--- src/rtl/disp_cmd_pkg.sv ---
package disp_cmd_pkg;

    localparam int BYTE_W      = 8;
    localparam int MAX_PARAMS  = 8;
    localparam int PCNT_W      = $clog2(MAX_PARAMS + 1);

    typedef enum logic [1:0] {
        ACT_NONE  = 2'd0,
        ACT_COL   = 2'd1,
        ACT_ROW   = 2'd2,
        ACT_REMAP = 2'd3
    } act_kind_e;

    typedef struct packed {
        logic               known;
        logic               drop;
        logic [PCNT_W-1:0]  nparams;
        act_kind_e          kind;
    } op_info_t;

    typedef struct packed {
        logic               valid;
        act_kind_e          kind;
        logic [BYTE_W-1:0]  p0;
        logic [BYTE_W-1:0]  p1;
    } cmd_exec_t;

    function automatic op_info_t op_decode(input logic [BYTE_W-1:0] op);
        op_info_t r;
        r.known   = 1'b1;
        r.drop    = 1'b0;
        r.nparams = '0;
        r.kind    = ACT_NONE;
        case (op)
            8'h15: begin r.nparams = PCNT_W'(2); r.kind = ACT_COL;   end
            8'h75: begin r.nparams = PCNT_W'(2); r.kind = ACT_ROW;   end
            8'hA0: begin r.nparams = PCNT_W'(1); r.kind = ACT_REMAP; end
            8'h81, 8'hA1, 8'hA2, 8'hA8, 8'hAD,
            8'hB1, 8'hB2, 8'hB3, 8'hBC, 8'hBE, 8'hBF:
                r.nparams = PCNT_W'(1);
            8'h84, 8'h85, 8'h86,
            8'hA4, 8'hA5, 8'hA6, 8'hA7,
            8'hAE, 8'hAF, 8'hE3:
                r.nparams = '0;
            8'hB8:
                r.nparams = PCNT_W'(MAX_PARAMS);
            8'hFF:
                r.drop = 1'b1;
            default:
                r.known = 1'b0;
        endcase
        return r;
    endfunction

endpackage

--- src/rtl/disp_op_lookup.sv ---
module disp_op_lookup
    import disp_cmd_pkg::*;
(
    input  logic [BYTE_W-1:0] opcode,
    output op_info_t          info
);
    always_comb begin
        info = op_decode(opcode);
    end
endmodule

--- src/rtl/disp_cmd_collect.sv ---
module disp_cmd_collect
    import disp_cmd_pkg::*;
(
    input  logic              clk,
    input  logic              rst,
    input  logic              cmd_vld,
    input  logic [BYTE_W-1:0] cmd_byte,
    input  op_info_t          info,
    output cmd_exec_t         exec,
    output logic              bad_op
);
    typedef enum logic {PS_OPCODE, PS_PARAMS} parse_state_e;

    parse_state_e       state;
    logic [PCNT_W-1:0]  cnt;
    logic [PCNT_W-1:0]  need;
    act_kind_e          kind;
    logic [BYTE_W-1:0]  first_p;
    logic               last_param;

    assign last_param = (cnt + PCNT_W'(1)) == need;

    always_ff @(posedge clk) begin
        if (rst) begin
            state   <= PS_OPCODE;
            cnt     <= '0;
            need    <= '0;
            kind    <= ACT_NONE;
            first_p <= '0;
            bad_op  <= 1'b0;
        end else begin
            bad_op <= 1'b0;
            if (cmd_vld) begin
                case (state)
                    PS_OPCODE: begin
                        if (info.drop) begin
                            state <= PS_OPCODE;
                        end else if (!info.known) begin
                            bad_op <= 1'b1;
                        end else if (info.nparams != '0) begin
                            state <= PS_PARAMS;
                            need  <= info.nparams;
                            kind  <= info.kind;
                            cnt   <= '0;
                        end
                    end
                    PS_PARAMS: begin
                        if (cnt == '0) first_p <= cmd_byte;
                        if (last_param) begin
                            state <= PS_OPCODE;
                            cnt   <= '0;
                        end else begin
                            cnt <= cnt + PCNT_W'(1);
                        end
                    end
                    default: state <= PS_OPCODE;
                endcase
            end
        end
    end

    always_comb begin
        exec.valid = cmd_vld && (state == PS_PARAMS) && last_param;
        exec.kind  = kind;
        exec.p0    = (cnt == '0) ? cmd_byte : first_p;
        exec.p1    = cmd_byte;
    end
endmodule

--- src/rtl/disp_window_regs.sv ---
module disp_window_regs
    import disp_cmd_pkg::*;
#(
    parameter int COL_COUNT = 64,
    parameter int ROW_COUNT = 80,
    localparam int COL_W = $clog2(COL_COUNT),
    localparam int ROW_W = $clog2(ROW_COUNT)
)(
    input  logic               clk,
    input  logic               rst,
    input  cmd_exec_t          exec,
    output logic [COL_W-1:0]   col_start,
    output logic [COL_W-1:0]   col_end,
    output logic               col_load,
    output logic [ROW_W-1:0]   row_start,
    output logic [ROW_W-1:0]   row_end,
    output logic               row_load,
    output logic [BYTE_W-1:0]  remap
);
    function automatic logic [COL_W-1:0] wrap_col(input logic [BYTE_W-1:0] v);
        return COL_W'(32'(v) % COL_COUNT);
    endfunction

    function automatic logic [ROW_W-1:0] wrap_row(input logic [BYTE_W-1:0] v);
        return ROW_W'(32'(v) % ROW_COUNT);
    endfunction

    always_ff @(posedge clk) begin
        if (rst) begin
            col_start <= '0;
            col_end   <= COL_W'(COL_COUNT - 1);
            row_start <= '0;
            row_end   <= ROW_W'(ROW_COUNT - 1);
            remap     <= '0;
            col_load  <= 1'b0;
            row_load  <= 1'b0;
        end else begin
            col_load <= 1'b0;
            row_load <= 1'b0;
            if (exec.valid) begin
                case (exec.kind)
                    ACT_COL: begin
                        col_start <= wrap_col(exec.p0);
                        col_end   <= wrap_col(exec.p1);
                        col_load  <= 1'b1;
                    end
                    ACT_ROW: begin
                        row_start <= wrap_row(exec.p0);
                        row_end   <= wrap_row(exec.p1);
                        row_load  <= 1'b1;
                    end
                    ACT_REMAP: remap <= exec.p0;
                    default: ;
                endcase
            end
        end
    end
endmodule

--- src/rtl/disp_pixel_port.sv ---
module disp_pixel_port
    import disp_cmd_pkg::*;
(
    input  logic              clk,
    input  logic              rst,
    input  logic              data_vld,
    input  logic [BYTE_W-1:0] data_byte,
    output logic              pix_we,
    output logic [BYTE_W-1:0] pix_data
);
    always_ff @(posedge clk) begin
        if (rst) begin
            pix_we   <= 1'b0;
            pix_data <= '0;
        end else begin
            pix_we <= data_vld;
            if (data_vld) pix_data <= data_byte;
        end
    end
endmodule

--- src/rtl/disp_cmd_decoder.sv ---
module disp_cmd_decoder
    import disp_cmd_pkg::*;
#(
    parameter int COL_COUNT = 64,
    parameter int ROW_COUNT = 80,
    localparam int COL_W = $clog2(COL_COUNT),
    localparam int ROW_W = $clog2(ROW_COUNT)
)(
    input  logic               clk,
    input  logic               rst,
    input  logic               byte_vld,
    input  logic [BYTE_W-1:0]  byte_in,
    input  logic               dc_sel,
    output logic               pix_we,
    output logic [BYTE_W-1:0]  pix_data,
    output logic [COL_W-1:0]   col_start,
    output logic [COL_W-1:0]   col_end,
    output logic               col_load,
    output logic [ROW_W-1:0]   row_start,
    output logic [ROW_W-1:0]   row_end,
    output logic               row_load,
    output logic [BYTE_W-1:0]  remap,
    output logic               bad_op
);
    logic      cmd_vld;
    logic      data_vld;
    op_info_t  info;
    cmd_exec_t exec;

    assign cmd_vld  = byte_vld && !dc_sel;
    assign data_vld = byte_vld &&  dc_sel;

    disp_op_lookup u_lookup (
        .opcode (byte_in),
        .info   (info)
    );

    disp_cmd_collect u_collect (
        .clk      (clk),
        .rst      (rst),
        .cmd_vld  (cmd_vld),
        .cmd_byte (byte_in),
        .info     (info),
        .exec     (exec),
        .bad_op   (bad_op)
    );

    disp_window_regs #(
        .COL_COUNT (COL_COUNT),
        .ROW_COUNT (ROW_COUNT)
    ) u_win (
        .clk       (clk),
        .rst       (rst),
        .exec      (exec),
        .col_start (col_start),
        .col_end   (col_end),
        .col_load  (col_load),
        .row_start (row_start),
        .row_end   (row_end),
        .row_load  (row_load),
        .remap     (remap)
    );

    disp_pixel_port u_pix (
        .clk       (clk),
        .rst       (rst),
        .data_vld  (data_vld),
        .data_byte (byte_in),
        .pix_we    (pix_we),
        .pix_data  (pix_data)
    );
endmodule

--- config.mk ---
export PLATFORM = sky130hd
export DESIGN_NAME = disp_cmd_decoder
export DESIGN_NICKNAME = d
export VERILOG_FILES = /design/src/rtl/disp_cmd_pkg.sv /design/src/rtl/disp_op_lookup.sv /design/src/rtl/disp_cmd_collect.sv /design/src/rtl/disp_window_regs.sv /design/src/rtl/disp_pixel_port.sv /design/src/rtl/disp_cmd_decoder.sv
export SDC_FILE = /design/constraint.sdc
export NUM_CORES = 1
export LEC_CHECK = 0
export BUFFER_PORTS_ARGS = -buffer_cell sky130_fd_sc_hd__buf_2
export CAP_MARGIN = 10
export CORE_ASPECT_RATIO = 0.7
export CORE_UTILIZATION = 55
export CTS_CLUSTER_DIAMETER = 200
export DETAILED_ROUTE_END_ITERATION = 8
export PLACE_DENSITY = 0.77
export SLEW_MARGIN = 20
export SYNTH_ARGS = -nofsm -noshare
export SYNTH_HDL_FRONTEND = slang
export SYNTH_SLANG_ARGS = --single-unit
--- constraint.sdc ---
create_clock -name clk -period 3.73 [get_ports clk]
set_input_delay 0.1865 -clock clk [delete_from_list [all_inputs] [get_ports clk]]
set_output_delay 0.1865 -clock clk [all_outputs]
set_load 0.01 [all_outputs]
==> reports/qor.txt, run 1 <==
outcome: finished clean
RSZ-0062 raised after global routing: no
ys flop type: dfxtp_1
Total Die Area: 6380 um^2
fin crit share: 81.7%
max incr delay on CP: 0.62 ns
number of placement rows: 23
Crit path max-delay family: simple AND/OR/NAND/NOR gates
PwrDens: 376 nW/um^2
post-synthesis register bit count: 64
post-synthesis mux area share: 11.5%
initial antenna violation count: 0
share of layout cells above drive strength 1: 21.5%
complex-gate fraction of the synthesized area: 15.3%
DRT antenna net count: 0
DRT Wirelength: 7.83 mm
Mapped Area: 3330 um^2
post-CTS sizing: 0
top cell type's share of synthesized area: 38.5%
final setup fails: 0
Max stage delay cell, worst path: or3b_1
number of synthesized flops with an enable pin: 0
HPWL after DPL: 5.25 mm
f_max: 328 MHz
final hold violations: 0
buffers inserted by post-CTS timing repair: 0
Die Height: 67.1 um
Final TNS setup: 0 ns
cell taking the most area after synthesis: dfxtp_1
GPL Wtd Cong: 0.830
min-delay worst type: input pin to register
Initial Util: 57.6%
Avg Cell Area, Syn: 8.81 um^2
largest family of logic cells by synthesized area: simple AND/OR/NAND/NOR gates
H-Tree Depth: 3
most frequent CP cell: ha_1
endpoint class of the critical path: register
drt drc: 0
Crit path required time: 3.97 ns
total CTS buffers: 9
count leader, synth: dfxtp_1
synth top area cells: dfxtp_1 38%, mux2i_1 7.8%, nand2_1 4.5%
GRT overflow: 0
Pwr Total: 0.00142 W
Die W: 95.0 um
Slew Viols, Final: 0
Worst slew margin: 42.1%
initial DRC count: 174
total track usage: 26.5%
r2r setup slk: 0.68 ns
post-route minimum period: 3.05 ns
CTS Buffer Depth: 2
Place WS: 0.682 ns
Synth cell types: 64
Post-Route Skew: 0.00719 ns
synthesis-to-finish area growth: 13.2%
worst setup path category: register to register
Final #Nets: 435
crit path max fanout: 13
xor and xnor area share after synthesis: 2.07%
Setup WS post-layout: 0.683 ns
first-pass GRT wire length: 12.7 mm
Least-Margin Pin Slew: 0.866 ns
Yosys warnings: 0
Synth Area in Simple Gates: 25.3%
vias: 2920
Reg clk slew, reported paths: 0.07 ns
Initial DRT Pass Iterations: 4
n_diodes: 0
maximum VDD drop: 0.252 mV
CP startpoint kind: register
adder-cell share of the synthesized area: 1.50%
# port buffers: 57
Worst-Skew Late Latency: 0.34 ns
DR vias/cell: 5.85
Buf/Inv on CP: 1
register area share after synthesis: 38.5%
Core Region: 5780 um^2
largest net degree at the start of global routing: 45
syn_nets: 394
cell chain of the critical path: inv_1 > ha_1 > or3b_1 > mux2i_2 > nand2_1 > ha_1 > nand2b_1 > o2111ai_1 > o41ai_1 > o21ba_1
max_cap viols: 0
# fillers: 494
Arrival @ worst endpoint: 3.28 ns
I/O pin total: 58
FFs w/ async S/R, synth: 0%
Post-synth top cells: 64 x dfxtp_1, 40 x nand2_1, 35 x nor2_1
vias in the first global route: 2511
Hold-fix buffers, CTS: 0
cells after synthesis: 378
clk root buf: clkbuf_8
TritonCTS clock tree: built
routed wire length per instance: 15.7 um
CTS Sinks: 64
P_leak: 1.47 nW
[report_power, final]
part           leakage [nW]  switching [W]  total [W]  internal (W)
Sequential            0.517     0.00000336   0.000693      0.000689
Combinational         0.845      0.0000849   0.000126     0.0000408
Clock                 0.103       0.000256   0.000600      0.000344
[placed cells by master, fill, tap and decap left out, types with 5 or more instances in the layout]
| master | instances |
|---|---|
| o21ai_1 | 6 |
| nand2b_1 | 12 |
| nor3_1 | 10 |
| and2_1 | 5 |
| nand2_1 | 40 |
| a21oi_1 | 18 |
| mux2i_1 | 26 |
| clkbuf_8 | 11 |
| buf_2 | 57 |
| dfxtp_1 | 64 |
| nor2_1 | 35 |
| nor2b_1 | 5 |
| inv_1 | 9 |
| o21ai_0 | 5 |
| a211oi_1 | 12 |
| nand3_1 | 22 |
[metrics by stage]
stage / instances / util [%] / hold WS (ns) / instance area, um^2
after floorplan: 378 / - / 0.414 / 3330
after global routing: 499 / 65.2 / 0.207 / 3770
after detailed placement: 483 / 61.8 / 0.443 / 3570
final: 499 / 65.2 / 0.201 / 3770
after global placement: 483 / 61.8 / 0.439 / 3570
after CTS: 499 / 65.2 / 0.191 / 3770
[kinds of logic (layout without fill, tap and decap cells)]
group           count (synthesis)  count (layout)
flops                          64              64
mux                            35              35
fa+ha+maj                       4               4
xor+xnor                        6               6
simple gates                  157             157
buf+inv                        39              85
compound gates                 73              73
[worst register-to-register path: cells and delay by family (launching register included)]
family / cells / cell delay (ns)
mux: 1 / 0.54
compound gates: 3 / 0.48
fa+ha+maj: 2 / 0.50
flops: 1 / 0.42
simple gates: 3 / 0.94
buf+inv: 1 / 0.07
[registers in the layout, summed over array words and instances, names as in the netlist, 2 cells and up]
register and flops:
u_win.row_start 7, u_win.row_end 7, u_collect.first_p 8, u_win.remap 8, u_collect.need 3, u_collect.cnt 4
u_collect.kind 2, u_win.col_start 6, u_pix.pix_data 8, u_win.col_end 6
[layer usage]
metal  vias up  share of wire [%]  wire [um]  track usage, %
li1       1428                  -          -               -
met1      1381                 48       3770            38.0
met2       109                 44       3460            37.9
met3         2                7.2        567            8.68
met4         0               0.33         26            6.44
met5         -                  0          0               0
[layout make-up]
cell class | count | area (um^2) | share of cell area, %
repair buffers | 60 | 308 | 8.16
inverters | 9 | 33.8 | 0.896
well taps | 75 | 93.8 | 2.49
clock buffers | 13 | 159 | 4.21
flip-flops and latches | 64 | 1280 | 34.0
multi-input cells | 275 | 1860 | 49.2
clock inverters | 3 | 40.0 | 1.06
[final timing paths]
check / cells past startpoint / to / start
setup / recovery: 10 / u_win.row_start[6] / u_collect.cnt[0]
hold / removal: 3 / u_pix.pix_data[3] / dc_sel
setup reg to reg: 10 / u_win.row_start[6] / u_collect.cnt[0]
hold reg to reg: 2 / u_collect.first_p[2] / u_collect.first_p[2]
Note: power is estimated with default switching activity, not from simulation.
==> run 2, diff against run 1 <==
CORE_UTILIZATION = 50   (was 55)
PLACE_DENSITY = 0.73   (was 0.77)
clock period = 2.7 ns   (was 3.73 ns; I/O delays follow)
==> reports/qor.txt, run 2 (same netlist as run 1, synthesis figures left out) <==
outcome: finished clean
PwrDens: 533 nW/um^2
H-Tree Depth: 3
post-CTS sizing: 0
CTS Buffer Depth: 2
r2r setup slk: 0.22 ns
P_leak: 1.50 nW
Worst slew margin: 50.0%
vias in the first global route: 2642
first-pass GRT wire length: 13.0 mm
f_max: 403 MHz
Core Region: 6340 um^2
DRT Wirelength: 8.04 mm
WHS: 0.146 ns
most common cell after layout, fill and taps aside: dfxtp_1
crit path max fanout: 6
total track usage: 24.0%
endpoint class of the critical path: register
Initial DRT Pass Iterations: 5
cell chain of the critical path: inv_1 > ha_1 > or3b_4 > mux2i_4 > inv_1 > ha_1 > nand2b_1 > o2111ai_1 > o41ai_1 > o21ba_1
Worst path depth: 10
Final TNS setup: 0 ns
DRT antenna net count: 0
share of layout cells above drive strength 1: 23.4%
Largest regs: u_collect.first_p (8), u_pix.pix_data (8), u_win.remap (8)
Die W: 99.6 um
fin crit share: 91.9%
I/O pin total: 58
Placed Area: 3640 um^2
initial DRC count: 157
RSZ-0062 raised after global routing: no
number of placement rows: 24
# fillers: 551
CP startpoint kind: register
largest net degree at the start of global routing: 45
Crit path required time: 2.94 ns
maximum VDD drop: 0.324 mV
R2R depth: 10
Initial Util: 52.6%
GRT overflow: 0
n_diodes: 0
Total Die Area: 7000 um^2
Crit path max-delay family: adder cells
Arrival @ worst endpoint: 2.72 ns
Post-Route Skew: 0.0101 ns
# port buffers: 57
synthesis-to-finish area growth: 16.4%
CTS Sinks: 64
Slew Viols, Final: 0
Buf/Inv on CP: 2
Die Height: 70.3 um
Max stage delay cell, worst path: dfxtp_1
TritonCTS clock tree: built
GPL Wtd Cong: 0.862
vias: 2962
buffers inserted by post-CTS timing repair: 0
post-route minimum period: 2.48 ns
Crit Reg-Reg Endpoint: u_win.row_start[6]
Worst-Skew Late Latency: 0.34 ns
end of the critical path: u_win.row_start[6]
max_cap viols: 0
Least-Margin Pin Slew: 0.749 ns
drt drc: 0
post-layout util: 61.2%
Hold-fix buffers, CTS: 0
final setup fails: 0
Reg clk slew, reported paths: 0.08 ns
HPWL after DPL: 5.50 mm
routed wire length per instance: 15.4 um
most frequent cells in the layout: 64 x dfxtp_1, 57 x buf_2, 40 x nand2_1
min-delay worst type: input pin to register
DR vias/cell: 5.67
clk root buf: clkbuf_8
initial antenna violation count: 0
total CTS buffers: 9
Pwr Total: 0.00207 W
Reg2Reg Launch Point: u_collect.cnt[0]
crit path launch: u_collect.cnt[0]
final hold violations: 0
max incr delay on CP: 0.44 ns
worst setup path category: register to register
Final #Nets: 442
final non-filler cell area: 3880 um^2
[run 2: layout make-up]
type | count | area [um^2] | share of cell area (%)
clock buffer | 10 | 138 | 3.55
clock inverter | 6 | 92.6 | 2.39
inverter | 9 | 33.8 | 0.871
multi-input combinational | 275 | 1860 | 47.9
sequential | 64 | 1280 | 33.0
tap | 91 | 114 | 2.94
timing repair buffer | 67 | 360 | 9.29
[run 2: power breakdown]
group          internal (W)  switching, W  total [W]
logic             0.0000596      0.000119   0.000179
registers          0.000952    0.00000470   0.000956
clock network      0.000548      0.000384   0.000931
total               0.00156      0.000508    0.00207
[run 2: worst register-to-register path, cell delays in order, from the launching register on]
cell and delay, ns:
dfxtp_1 0.44, inv_1 0.08, ha_1 0.21, or3b_4 0.29
mux2i_4 0.24, inv_1 0.11, ha_1 0.31, nand2b_1 0.21
o2111ai_1 0.20, o41ai_1 0.10, o21ba_1 0.19
[run 2: worst min-delay path by stage]
stage,startpoint,endpoint,slack (ns),cells after the start
5_1_grt,dc_sel,u_pix.pix_data[5],0.15,3
3_3_place_gp,u_pix.pix_data[5],u_pix.pix_data[5],0.44,2
3_5_place_dp,u_pix.pix_data[2],u_pix.pix_data[2],0.45,2
2_1_floorplan,byte_in[1],u_collect.need[1],0.36,3
6_report,dc_sel,u_pix.pix_data[4],0.15,3
4_1_cts,dc_sel,u_pix.pix_data[4],0.14,3
[run 2: per-stage QoR]
step                instances  worst slack, ns
global route              522           0.0588
detailed placement        506            0.163
finish                    522            0.218
global placement          506            0.274
floorplan                 378            0.127
CTS                       522            0.156
[run 2: metal layers]
metal	wire length, um	track usage, %	share of wire (%)	vias to the layer above
met5	0	0	0	-
li1	-	-	-	1450
met1	3880	33.2	48	1415
met2	3540	36.3	44	88
met3	524	6.41	6.5	9
met4	93	7.52	1.2	0
